$ cat config.mk
export PLATFORM = sky130hd
export DESIGN_NAME = icr_timer
export DESIGN_NICKNAME = d
export VERILOG_FILES = /design/src/rtl/icr_timer_pkg.sv /design/src/rtl/icr_span_calc.sv /design/src/rtl/icr_count_core.sv /design/src/rtl/icr_reg_file.sv /design/src/rtl/icr_timer.sv
export SDC_FILE = /design/constraint.sdc
export NUM_CORES = 1
export LEC_CHECK = 0
export BUFFER_PORTS_ARGS = -buffer_cell sky130_fd_sc_hd__buf_4
export CAP_MARGIN = 0
export CORE_MARGIN = 3
export CORE_UTILIZATION = 45
export DETAILED_ROUTE_END_ITERATION = 12
export GPL_ROUTABILITY_DRIVEN = 0
export PLACE_DENSITY = 0.64
export SLEW_MARGIN = 0
export SYNTH_ARGS = -nofsm -noshare
export SYNTH_HDL_FRONTEND = slang
export SYNTH_SLANG_ARGS = --single-unit
$ cat constraint.sdc
create_clock -name clk -period 3.6 [get_ports clk]
set_input_delay 0.36 -clock clk [delete_from_list [all_inputs] [get_ports clk]]
set_output_delay 0.36 -clock clk [all_outputs]
set_load 0.01 [all_outputs]
$ cat src/rtl/icr_timer_pkg.sv
package icr_timer_pkg;
   // register addresses
   localparam int unsigned ADR_STATUS = 0;
   localparam int unsigned ADR_NEXT   = 1;
   localparam int unsigned ADR_COUNT  = 2;
   // status register bit positions
   localparam int unsigned ST_RUN  = 0;
   localparam int unsigned ST_IE   = 1;
   localparam int unsigned ST_PEND = 2;
   localparam int unsigned ST_BITS = 3;
endpackage

$ cat src/rtl/icr_span_calc.sv
module icr_span_calc #(
   parameter int unsigned WIDTH       = 32,
   parameter bit          ZERO_IS_MAX = 1'b1
) (
   input  logic             clk,
   input  logic             rst_n,
   input  logic [WIDTH-1:0] next_val,
   output logic [WIDTH-1:0] span
);
   logic [WIDTH-1:0] negated;

   assign negated = ~next_val + WIDTH'(1);

   generate
      if (ZERO_IS_MAX) begin : g_zero_max
         assign span = (next_val == '0) ? '1 : negated;
      end else begin : g_zero_one
         assign span = (negated == '0) ? WIDTH'(1) : negated;
      end
   endgenerate


   span_nonzero_chk: assert property (@(posedge clk) disable iff (!rst_n)
      span != '0);
endmodule

$ cat src/rtl/icr_count_core.sv
module icr_count_core #(
   parameter int unsigned WIDTH = 32
) (
   input  logic             clk,
   input  logic             rst_n,
   input  logic             run,
   input  logic             start,
   input  logic             tick,
   input  logic [WIDTH-1:0] next_val,
   input  logic [WIDTH-1:0] next_span,
   output logic [WIDTH-1:0] count,
   output logic             expire
);
   logic [WIDTH-1:0] count_q;
   logic [WIDTH-1:0] elap_q;
   logic [WIDTH-1:0] span_q;
   logic             last;

   assign last   = (elap_q == span_q - WIDTH'(1));
   assign expire = run && tick && !start && last;
   assign count  = count_q;

   always_ff @(posedge clk) begin
      if (!rst_n) begin
         count_q <= '0;
         elap_q  <= '0;
         span_q  <= WIDTH'(1);
      end else if (start || expire) begin
         count_q <= next_val;
         elap_q  <= '0;
         span_q  <= next_span;
      end else if (run && tick) begin
         count_q <= count_q + WIDTH'(1);
         elap_q  <= elap_q + WIDTH'(1);
      end
   end


   elap_bound_chk: assert property (@(posedge clk) disable iff (!rst_n)
      run |-> (elap_q < span_q));

   tick_step_chk: assert property (@(posedge clk) disable iff (!rst_n)
      (run && tick && !start && !last) |=> (count_q == $past(count_q) + WIDTH'(1)));

   reload_chk: assert property (@(posedge clk) disable iff (!rst_n)
      expire |=> (count_q == $past(next_val) && elap_q == '0));

   hold_chk: assert property (@(posedge clk) disable iff (!rst_n)
      (!run && !start) |=> $stable(count_q));
endmodule

$ cat src/rtl/icr_reg_file.sv
module icr_reg_file
   import icr_timer_pkg::*;
#(
   parameter int unsigned WIDTH  = 32,
   parameter int unsigned ADDR_W = 2
) (
   input  logic              clk,
   input  logic              rst_n,
   input  logic              bus_sel,
   input  logic              bus_wr,
   input  logic [ADDR_W-1:0] bus_addr,
   input  logic [WIDTH-1:0]  bus_wdata,
   input  logic [WIDTH-1:0]  count,
   input  logic              expire,
   output logic [WIDTH-1:0]  bus_rdata,
   output logic              bus_rvalid,
   output logic              run,
   output logic              ie,
   output logic              pend,
   output logic              start,
   output logic [WIDTH-1:0]  next_val
);
   logic             run_q, ie_q, pend_q;
   logic [WIDTH-1:0] next_q;
   logic [WIDTH-1:0] rdata_q;
   logic             rvalid_q;
   logic             wr_status, wr_next, rd_req;
   logic [WIDTH-1:0] rd_mux;

   assign wr_status = bus_sel && bus_wr && (bus_addr == ADDR_W'(ADR_STATUS));
   assign wr_next   = bus_sel && bus_wr && (bus_addr == ADDR_W'(ADR_NEXT));
   assign rd_req    = bus_sel && !bus_wr;
   assign start     = wr_status && bus_wdata[ST_RUN] && !run_q;

   always_ff @(posedge clk) begin
      if (!rst_n) begin
         run_q  <= 1'b0;
         ie_q   <= 1'b0;
         pend_q <= 1'b0;
         next_q <= '0;
      end else begin
         if (wr_status) begin
            run_q <= bus_wdata[ST_RUN];
            ie_q  <= bus_wdata[ST_IE];
         end
         if (wr_next) next_q <= bus_wdata;
         if (expire) pend_q <= 1'b1;
         else if (wr_status && bus_wdata[ST_PEND]) pend_q <= 1'b0;
      end
   end

   always_comb begin
      rd_mux = '0;
      if (bus_addr == ADDR_W'(ADR_STATUS)) begin
         rd_mux[ST_RUN]  = run_q;
         rd_mux[ST_IE]   = ie_q;
         rd_mux[ST_PEND] = pend_q;
      end else if (bus_addr == ADDR_W'(ADR_NEXT)) begin
         rd_mux = next_q;
      end else if (bus_addr == ADDR_W'(ADR_COUNT)) begin
         rd_mux = count;
      end
   end

   always_ff @(posedge clk) begin
      if (!rst_n) begin
         rdata_q  <= '0;
         rvalid_q <= 1'b0;
      end else begin
         rvalid_q <= rd_req;
         if (rd_req) rdata_q <= rd_mux;
      end
   end

   assign bus_rdata  = rdata_q;
   assign bus_rvalid = rvalid_q;
   assign run        = run_q;
   assign ie         = ie_q;
   assign pend       = pend_q;
   assign next_val   = next_q;


   pend_source_chk: assert property (@(posedge clk) disable iff (!rst_n)
      $rose(pend_q) |-> $past(expire));

   pend_sticky_chk: assert property (@(posedge clk) disable iff (!rst_n)
      (pend_q && !(wr_status && bus_wdata[ST_PEND])) |=> pend_q);

   rvalid_chk: assert property (@(posedge clk) disable iff (!rst_n)
      rd_req |=> bus_rvalid);

   start_run_chk: assert property (@(posedge clk) disable iff (!rst_n)
      start |=> run_q);
endmodule

$ cat src/rtl/icr_timer.sv
module icr_timer
   import icr_timer_pkg::*;
#(
   parameter int unsigned WIDTH       = 32,
   parameter int unsigned ADDR_W      = 2,
   parameter bit          ZERO_IS_MAX = 1'b1
) (
   input  logic              clk,
   input  logic              rst_n,
   input  logic              bus_sel,
   input  logic              bus_wr,
   input  logic [ADDR_W-1:0] bus_addr,
   input  logic [WIDTH-1:0]  bus_wdata,
   output logic [WIDTH-1:0]  bus_rdata,
   output logic              bus_rvalid,
   input  logic              tick_en,
   output logic              irq
);
   generate
      if (WIDTH < 8 || WIDTH > 64) begin : g_bad_width
         $error("icr_timer: WIDTH must lie in 8..64");
      end
      if (ADDR_W < 2) begin : g_bad_addr
         $error("icr_timer: ADDR_W must be at least 2");
      end
   endgenerate

   logic             run, ie, pend, start, expire;
   logic [WIDTH-1:0] next_val, next_span, count;

   icr_reg_file #(.WIDTH(WIDTH), .ADDR_W(ADDR_W)) u_regs (
      .clk(clk), .rst_n(rst_n),
      .bus_sel(bus_sel), .bus_wr(bus_wr), .bus_addr(bus_addr),
      .bus_wdata(bus_wdata), .count(count), .expire(expire),
      .bus_rdata(bus_rdata), .bus_rvalid(bus_rvalid),
      .run(run), .ie(ie), .pend(pend), .start(start), .next_val(next_val)
   );

   icr_span_calc #(.WIDTH(WIDTH), .ZERO_IS_MAX(ZERO_IS_MAX)) u_span (
      .clk(clk), .rst_n(rst_n), .next_val(next_val), .span(next_span)
   );

   icr_count_core #(.WIDTH(WIDTH)) u_core (
      .clk(clk), .rst_n(rst_n), .run(run), .start(start), .tick(tick_en),
      .next_val(next_val), .next_span(next_span),
      .count(count), .expire(expire)
   );

   assign irq = pend && ie;


   expire_flags_chk: assert property (@(posedge clk) disable iff (!rst_n)
      expire |=> pend);

   irq_gate_chk: assert property (@(posedge clk) disable iff (!rst_n)
      (expire && ie && !(bus_sel && bus_wr)) |=> irq);
endmodule

==> results.yml <==
floorplanning:
  core_area_um2: 19800
  die_h_um: 149
  die_area_um2: 22300
  top_level_ports: 73
  chipWidth_um: 149
  rows: 51
  start_util: 0.466
setup_path:
  rr_worst_depth: 11
  r2r_slack_ns: 0.20
  crit_chain: "inv_1 -> ha_1 -> nor4b_2 -> and4_1 -> nand4_1 -> xnor2_1 -> or3_1 -> or4_1 -> o21a_2 -> buf_4 -> and3_1"
  critPathSlowestCell: "or4_1"
  crit_arrival_ns: 3.71
  worstSetupEndpointType: "flop"
  rr_endpoint: "u_core.elap_q[14]"
  r2r_start: "u_core.span_q[1]"
  cp-start-kind: "flop"
  path_class: "reg2reg"
  critPathMaxStageDelay_ns: 0.65
  critPathLaunch: "u_core.span_q[1]"
  critPathRequiredTime_ns: 3.91
  path_max_fanout: 22
routing:
  vias_per_cell: 5.52
  firstDrtPassIters: 5
  ant_nets: 0
  post_drt_wl_per_cell_um: 16.2
  wl_um: 23300
  dr_total_vias: 7925
  drc: 0
  drt_iter0_drc: 458
cts:
  tritoncts: "yes"
  clk_pin_slew_worst_paths_ns: 0.07
  ctsResizeCount: 0
  insertion_delay_ns: 0.44
  postCtsSetupBuffers: 0
  clock-sinks: 164
  cts_inserted_buffers: 17
  max-clock-path-buffers: 2
  cts.htree.levels: 4
  ctsHoldBuffers: 0
  root_buffer: "clkbuf_16"
sta:
  finalMaxSlewViolations: 0
  slew-limit-headroom: 0.522
  setup_tns_ns: 0
  min_period_ns: 3.40
  fmax_ghz: 0.294
  worst_slew_pin_slew_ns: 0.716
  rsz0062_at_grt: "false"
  skew_ns: 0.0183
  setup_viol_count_final: 0
  period_share: 0.944
  layout_setup_ws_ns: 0.200
  finalHoldViolCount: 0
synthesis:
  synth_ff_type: "dfxtp_1"
  syn_area_um2: 9260
  synthMuxAreaShare: 0.0783
  synth_top_family_by_area: "simple AND/OR/NAND/NOR gates"
  yosys.area_share.simple: 0.257
  netlist_instances: 1120
  syn-num-nets: 1163
  synth_compound_area_frac: 0.141
  synth.distinct_cells: 63
  synth_xor_area_frac: 0.119
  async_flop_share: 0
  ys_ff_latch: 164
  yosys.area_share.adder: 0.00541
  synth-seq-area-share: 0.355
  synth-edff-count: 0
  avgSynthCellArea_um2: 8.26
  yosys_warnings: 0
layout:
  diodes: 0
  drive_above_1_share: 0.133
  syn2layout_area_growth_pct: 15.7
  final_common_cell: "nand2_1"
  nets: 1202
  final_cell_mix: "nand2_1, dfxtp_1, buf_4, xnor2_1, mux2i_1"
placed_design:
  io_buffers: 72
  dp_slack_ns: 0.0386
  dpl.hpwl_um: 16500
global_route:
  grt_pass1_wl_um: 38200
  gr-total-overflow: 0
  first_global_vias: 7496
  grt.total_usage: 0.211
  grt_max_degree: 104
  antenna_found_initial: 0
hold_path:
  hold_start: "bus_wdata[21]"
  min_path_cells: 3
  min_to: "u_regs.next_val[21]"
  holdCritPathClass: "in2reg"
power:
  ir_worst_vdd_mv: 0.298
  p_leak_nw: 4.67
  cellPowerDensity_nw_per_um2: 406
  power.total_w: 0.00434
job:
  maxCapViolations: 0
outcome:
  status: "finished clean"
-- per-layer routing --
layer | vias up | global-route usage | routed length, um
li1 | 3980 | - | -
met1 | 3727 | 0.301 | 11500
met2 | 184 | 0.326 | 10400
met3 | 34 | 0.0366 | 989
met4 | 0 | 0.0632 | 387
met5 | - | 0 | 0
-- flip-flops by register name, summed over array words and instances, names as in the netlist --
register,count
u_core.elap_q,32
u_core.span_q,32
u_regs.run,1
u_regs.bus_rdata,32
u_core.count,32
u_regs.bus_rvalid,1
u_regs.pend,1
u_regs.ie,1
u_regs.next_val,32
-- final cells by class --
| type | count | area (um2) |
|---|---|---|
| timing repair buffer | 107 | 845 |
| tap | 265 | 332 |
| inverter | 11 | 41.3 |
| clock buffer | 18 | 439 |
| multi-input combinational | 858 | 5610 |
| sequential | 164 | 3280 |
| fill | 1910 | 9140 |
| clock inverter | 13 | 161 |
-- per-stage QoR --
step | hold WS, ns | instances | utilization | cell area (um2)
2_1_floorplan | 0.450 | 1120 | - | 9260
3_3_place_gp | 0.466 | 1405 | 0.508 | 10100
3_5_place_dp | 0.472 | 1405 | 0.508 | 10100
4_1_cts | 0.165 | 1436 | 0.538 | 10700
5_1_grt | 0.173 | 1436 | 0.539 | 10700
6_report | 0.179 | 1436 | 0.539 | 10700
-- cell usage after synthesis (all sizes together) (4+ instances only) --
cell	n	share of area
nand2b	4	0.0027
or3	5	0.0034
a22oi	29	0.024
nor3b	6	0.0049
o211ai	8	0.0065
o21ai	35	0.020
xor2	49	0.046
nor2	45	0.018
a21boi	33	0.027
nand3b	8	0.0065
ha	4	0.0054
nor4b	4	0.0045
buf	17	0.012
nand4	20	0.014
and4	8	0.0076
clkbuf	70	0.028
mux2i	69	0.075
dfxtp	164	0.35
a21oi	9	0.0049
nor2b	12	0.0081
nand3	31	0.017
o211a	32	0.035
or4	6	0.0049
and2	8	0.0054
nor4	15	0.012
nor3	20	0.011
nand2	235	0.095
xnor2	77	0.073
inv	11	0.0045
and3	49	0.033
-- critical path: cells and delay by family, from the launching register on --
kind | cells | cell delay [ns]
simple gates | 6 | 1.96
compound gates | 1 | 0.35
buf+inv | 2 | 0.32
xor+xnor | 1 | 0.15
flops | 1 | 0.34
fa+ha+maj | 1 | 0.16
-- worst max-delay path by stage --
stage | slack (ns) | to | cells after the start
2_1_floorplan | 0.22 | u_core.span_q[24] | 13
3_3_place_gp | 0.14 | u_core.elap_q[25] | 11
3_5_place_dp | 0.04 | u_core.elap_q[28] | 11
4_1_cts | 0.008 | u_core.elap_q[27] | 11
5_1_grt | 0.01 | u_core.elap_q[22] | 11
6_report | 0.20 | u_core.elap_q[14] | 11
-- where the power goes --
group          leakage [nW]  internal, W  switching (W)
Clock                 0.290      0.00106       0.000820
Sequential             1.33      0.00185      0.0000427
Combinational          3.06     0.000252       0.000313
Total                  4.67      0.00317        0.00118
-- cells by family (layout without fill, tap and decap cells) --
| group | after synthesis | in the layout |
|---|---|---|
| simple gates | 485 | 485 |
| compound gates | 171 | 171 |
| flops | 164 | 164 |
| xor+xnor | 126 | 126 |
| buf+inv | 98 | 149 |
| mux | 72 | 72 |
| fa+ha+maj | 4 | 4 |
No activity file was read; power rests on OpenSTA's default activity.
